--- src/rtl/tlb_walker.sv ---
module tlb_walker #(
  parameter int          ENTRIES   = 8,
  parameter logic [31:0] ROOT_BASE = 32'h0001_0000
) (
  input  logic        clk,
  input  logic        rst_n,
  input  logic        flush,
  input  logic        req_valid,
  input  logic [31:0] req_vaddr,
  output logic        req_ready,
  output logic        rsp_valid,
  output logic [31:0] rsp_paddr,
  output logic        rsp_fault,
  output logic        mem_req_valid,
  output logic [31:0] mem_req_addr,
  input  logic        mem_rsp_valid,
  input  logic [31:0] mem_rsp_data
);
  localparam int PTR_W = (ENTRIES > 1) ? $clog2(ENTRIES) : 1;
  localparam logic [PTR_W-1:0] LAST = PTR_W'(ENTRIES - 1);

  typedef enum logic [1:0] {S_IDLE, S_L1, S_L2, S_RETRY} state_t;
  state_t state;

  logic [19:0]      vpn_q [ENTRIES];
  logic [19:0]      ppn_q [ENTRIES];
  logic [ENTRIES-1:0] val_q;
  logic [PTR_W-1:0] rr_q;
  logic [31:0]      va_q;
  logic [19:0]      base_q;

  logic [19:0]        look_vpn;
  logic [ENTRIES-1:0] hit_vec;
  logic [19:0]        hit_ppn;
  logic               hit_any;

  assign look_vpn = (state == S_IDLE) ? req_vaddr[31:12] : va_q[31:12];

  genvar g;
  generate
    for (g = 0; g < ENTRIES; g++) begin : g_cmp
      assign hit_vec[g] = val_q[g] && (vpn_q[g] == look_vpn);
    end
  endgenerate

  always_comb begin
    hit_ppn = '0;
    for (int i = 0; i < ENTRIES; i++)
      if (hit_vec[i]) hit_ppn = hit_ppn | ppn_q[i];
  end

  assign hit_any       = (|hit_vec) && !flush;
  assign req_ready     = (state == S_IDLE);
  assign mem_req_valid = (state == S_L1) || (state == S_L2);
  assign mem_req_addr  = (state == S_L1) ? ROOT_BASE + {20'd0, va_q[31:22], 2'b00}
                                         : {base_q, va_q[21:12], 2'b00};

  always_ff @(posedge clk) begin
    if (!rst_n) begin
      state     <= S_IDLE;
      val_q     <= '0;
      rr_q      <= '0;
      va_q      <= '0;
      base_q    <= '0;
      rsp_valid <= 1'b0;
      rsp_fault <= 1'b0;
      rsp_paddr <= '0;
      for (int i = 0; i < ENTRIES; i++) begin
        vpn_q[i] <= '0;
        ppn_q[i] <= '0;
      end
    end else begin
      rsp_valid <= 1'b0;
      rsp_fault <= 1'b0;
      case (state)
        S_IDLE: if (req_valid) begin
          va_q <= req_vaddr;
          if (hit_any) begin
            rsp_valid <= 1'b1;
            rsp_paddr <= {hit_ppn, req_vaddr[11:0]};
          end else begin
            state <= S_L1;
          end
        end
        S_L1: if (mem_rsp_valid) begin
          if (!mem_rsp_data[0]) begin
            rsp_valid <= 1'b1;
            rsp_fault <= 1'b1;
            rsp_paddr <= '0;
            state     <= S_IDLE;
          end else begin
            base_q <= mem_rsp_data[31:12];
            state  <= S_L2;
          end
        end
        S_L2: if (mem_rsp_valid) begin
          if (!mem_rsp_data[0]) begin
            rsp_valid <= 1'b1;
            rsp_fault <= 1'b1;
            rsp_paddr <= '0;
            state     <= S_IDLE;
          end else begin
            vpn_q[rr_q] <= va_q[31:12];
            ppn_q[rr_q] <= mem_rsp_data[31:12];
            val_q[rr_q] <= 1'b1;
            rr_q        <= (rr_q == LAST) ? '0 : rr_q + 1'b1;
            state       <= S_RETRY;
          end
        end
        S_RETRY: begin
          if (hit_any) begin
            rsp_valid <= 1'b1;
            rsp_paddr <= {hit_ppn, va_q[11:0]};
            state     <= S_IDLE;
          end else begin
            state <= S_L1;
          end
        end
        default: state <= S_IDLE;
      endcase
      if (flush) val_q <= '0;
    end
  end

  // no new request is taken while a table read is pending
  a_r9_busy_not_ready: assert property (@(posedge clk) disable iff (!rst_n)
    mem_req_valid |-> !req_ready);

  // memory request held with a stable address until answered
  a_r10_req_hold: assert property (@(posedge clk) disable iff (!rst_n)
    (mem_req_valid && !mem_rsp_valid) |=> (mem_req_valid && $stable(mem_req_addr)));

  // table reads are word aligned
  a_r2_word_aligned: assert property (@(posedge clk) disable iff (!rst_n)
    mem_req_valid |-> (mem_req_addr[1:0] == 2'b00));

  // at most one slot matches any page
  a_r7_single_match: assert property (@(posedge clk) disable iff (!rst_n)
    $onehot0(hit_vec));

  // offset passes through on a good response
  a_r3_offset_kept: assert property (@(posedge clk) disable iff (!rst_n)
    (rsp_valid && !rsp_fault) |-> (rsp_paddr[11:0] == va_q[11:0]));

  // fault only as part of a response
  a_r12_fault_with_valid: assert property (@(posedge clk) disable iff (!rst_n)
    rsp_fault |-> rsp_valid);

  // a fault response leaves the block idle and ready
  a_r6_fault_idle: assert property (@(posedge clk) disable iff (!rst_n)
    rsp_fault |-> req_ready);
endmodule

--- config.mk ---
export PLATFORM = sky130hd
export DESIGN_NAME = tlb_walker
export DESIGN_NICKNAME = d
export VERILOG_FILES = /design/src/rtl/tlb_walker.sv
export SDC_FILE = /design/constraint.sdc
export NUM_CORES = 1
export LEC_CHECK = 0
export ABC_AREA = 1
export ABC_CLOCK_PERIOD_IN_PS = 5500
export BUFFER_PORTS_ARGS = -buffer_cell sky130_fd_sc_hd__buf_2
export CORE_ASPECT_RATIO = 1.75
export CORE_MARGIN = 2
export CORE_UTILIZATION = 61
export DETAILED_ROUTE_END_ITERATION = 8
export PLACE_DENSITY_LB_ADDON = 0.25
export RECOVER_POWER = 25
export SYNTH_ARGS = -nofsm -noshare
export SYNTH_HDL_FRONTEND = slang
export SYNTH_SLANG_ARGS = --single-unit
--- constraint.sdc ---
create_clock -name clk -period 5.5 [get_ports clk]
set_input_delay 0.55 -clock clk [delete_from_list [all_inputs] [get_ports clk]]
set_output_delay 0.55 -clock clk [all_outputs]
set_load 0.005 [all_outputs]
==> results.yml <==
detailed_routing:
  ant_nets: 0
  drt-wirelength-per-cell_um: 23.6
  vias: 18400
  drc_errors: 0
  viasPerCell: 5.94
  first_pass_iters: 6
  drt-initial-drc-count: 1944
  drt_wl_total_um: 73200
sta:
  relSlewSlack: -1.10
  worst_pin_slew_ns: 3.15
  layout_setup_ws_ns: 0.663
  post-route-period-util: 0.879
  fin_tns_setup_ns: 0
  rsz0062_at_grt: "no"
  max_freq_mhz: 207
  fin_skew_ns: 0.0155
  hold_viol: 0
  whs_ns: 0.250
  drv_slew: 236
  period_minus_slack_ns: 4.84
  setup_viol: 0
pwr:
  power.leakage_nw: 10.0
  ir_worst_vdd_v: 0.000360
  power.total_mw: 10.3
  p_per_area_mw_per_mm2: 447
placed_design:
  dp.cells: 3028
  portBuffers: 123
  place_hpwl_um: 49100
  place.gp.congestion: 0.992
  dpl_worst_slack_ns: 0.985
  dpl_cell_area_mm2: 0.0218
clock_tree:
  htreeDepth: 2
  cts-root-buf: "clkbuf_16"
  cts_setup_buffers: 0
  cts_tree: "done"
  clk_latency_ns: 0.56
  cts_buffers: 39
  max-clock-path-buffers: 3
  clock-sinks: 419
  cts_resized: 0
  cts_hold_buf: 0
  cts.reportedPaths.clkPinSlew_ns: 0.07
global_route:
  grt_pass1_vias: 17800
  grt_max_degree: 74
  grt_overflow_total: 0
  antenna_found_initial: 4
  grt_pass1_wl_um: 105000
  grt_use_total: 0.414
worst_setup_path:
  endpoint_kind: "register"
  path_max_fanout: 36
  start_kind: "register"
  crit_chain: "inv_1 > ha_1 > inv_2 > nand2_2 > nand2_1 > nand2_1 > nand2_1 > nor2_1 > nand2_1 > nor2_4 > nand3_2 > nand2_1 > nor2_1 > nand2_2 > nand2_2 > nand2_2 > nand2_4 > nand2_1 > nand2_1 > nor2_1"
  max_stage_delay_ns: 0.44
  r2r_cells: 20
  reg2reg_slack_ns: 0.66
  worst-path-buf-inv: 2
  cp.required_ns: 5.99
  crit_arrival_ns: 5.32
  crit_start: "state[1]"
  r2r-end: "rsp_paddr[15]"
  crit_path_end: "rsp_paddr[15]"
  cp_num_cells: 20
  crit_slowest_cell: "nand2_1"
  cp_top_family: "simple AND/OR/NAND/NOR gates"
  crit_type: "register to register"
  path_common_cell: "nand2_1"
  r2r-start: "state[1]"
synthesis:
  synth_area_mm2: 0.0207
  syn-instance-count: 2506
  synth_seq_cells: 419
  syn_area_per_cell_um2: 8.25
  synth_cell_types: 32
  ys_warn_count: 0
  synth_seq_area_share: 0.561
run_status:
  status: "finished with violations"
  violations: "capacitance limit, slew limit"
floorplanning:
  core_mm2: 0.0335
  start_util: 0.617
  rows: 89
  ioPinCount: 137
  die_y_um: 247
  die_x_um: 143
  die-area_mm2: 0.0354
finish:
  area_growth_pct: 11.2
  design_area_mm2: 0.0230
  post-route-util: 0.686
  final_cell_count_no_fill: 3103
  fin_nets: 2690
  drive_above_1_share: 0.104
worst_hold_path:
  hold_class: "input port to register"
run:
  maxCapViolations: 6
layout by cell type (no fill, tap or decap), drive strengths merged, types with 3 or more instances in the layout:
cell type	instances
a211oi	7
a21oi	73
buf	134
clkbuf	92
clkinv	27
dfxtp	99
diode	3
edfxtp	320
ha	7
inv	315
nand2	601
nand3	128
nand3b	8
nand4	96
nor2	561
o211ai	5
o21ai	161
or2	4
worst register-to-register path: cells and delay by family, from the launching register on:
kind,cells,cell delay [ns]
flip-flops,1,0.34
AND/OR/NAND/NOR,17,3.69
adder cells (fa/ha/maj),1,0.23
buffers and inverters,2,0.51
cells in the mapped netlist, drive strengths merged:
library cell / number / share of area
nand2: 601 / 0.12
nor2: 561 / 0.11
edfxtp: 320 / 0.46
inv: 311 / 0.056
o21ai: 161 / 0.039
nand3: 128 / 0.032
dfxtp: 99 / 0.096
nand4: 96 / 0.029
clkbuf: 84 / 0.015
a21oi: 73 / 0.018
buf: 20 / 0.0087
clkinv: 16 / 0.0029
nand3b: 8 / 0.0029
a211oi: 7 / 0.0025
ha: 7 / 0.0042
o211ai: 5 / 0.0018
or2: 4 / 0.0012
a22oi: 2 / 0.00073
nor3: 2 / 0.00048
conb: 1 / 0.00018
flip-flops by register name, indices dropped and copies added, names as in the netlist:
register	cells
rr_q	3
vpn_q	160
rsp_valid	1
base_q	20
state	2
val_q	8
ppn_q	160
rsp_fault	1
rsp_paddr	32
va_q	32
report_power, final:
group / internal [mW] / leakage, nW / switching [mW]
Clock: 1.52 / 0.636 / 1.20
Combinational: 0.908 / 5.27 / 2.76
Sequential: 3.70 / 4.12 / 0.176
routing by layer:
metal / GRT usage / wire, um
met1: 0.419 / 22000
met2: 0.691 / 35100
met3: 0.0810 / 7180
met4: 0.414 / 8950
met5: 0 / 13
how the worst min path moves through the flow:
stage | cells after the start | start | end
6_report | 3 | req_vaddr[6] | va_q[6]
5_1_grt | 3 | req_vaddr[6] | va_q[6]
4_1_cts | 3 | req_vaddr[6] | va_q[6]
3_5_place_dp | 2 | va_q[0] | va_q[0]
3_3_place_gp | 2 | base_q[4] | base_q[4]
2_1_floorplan | 2 | base_q[4] | base_q[4]
area by class of cell:
class                   instances  area [um^2]
fillers                      2788        10500
inverters                     327         1230
well taps                     455          569
clock buffers                  56         1150
flip-flops and latches        419        11600
diodes                          3         7.51
clock inverters                16          120
multi-input cells            1657         7400
repair buffers                170          910
logic make-up (layout without fill, tap and decap cells):
group                    Yosys count  after routing  share of synthesized area
AND/OR/NAND/NOR                 1400           1400                      0.290
buffers and inverters            431            569                     0.0833
flip-flops                       419            419                      0.561
other                              1              5                   0.000181
adder cells (fa/ha/maj)            7              7                    0.00424
AO/OA/AOI/OAI                    248            248                     0.0618
(Power assumes the default switching activity.)
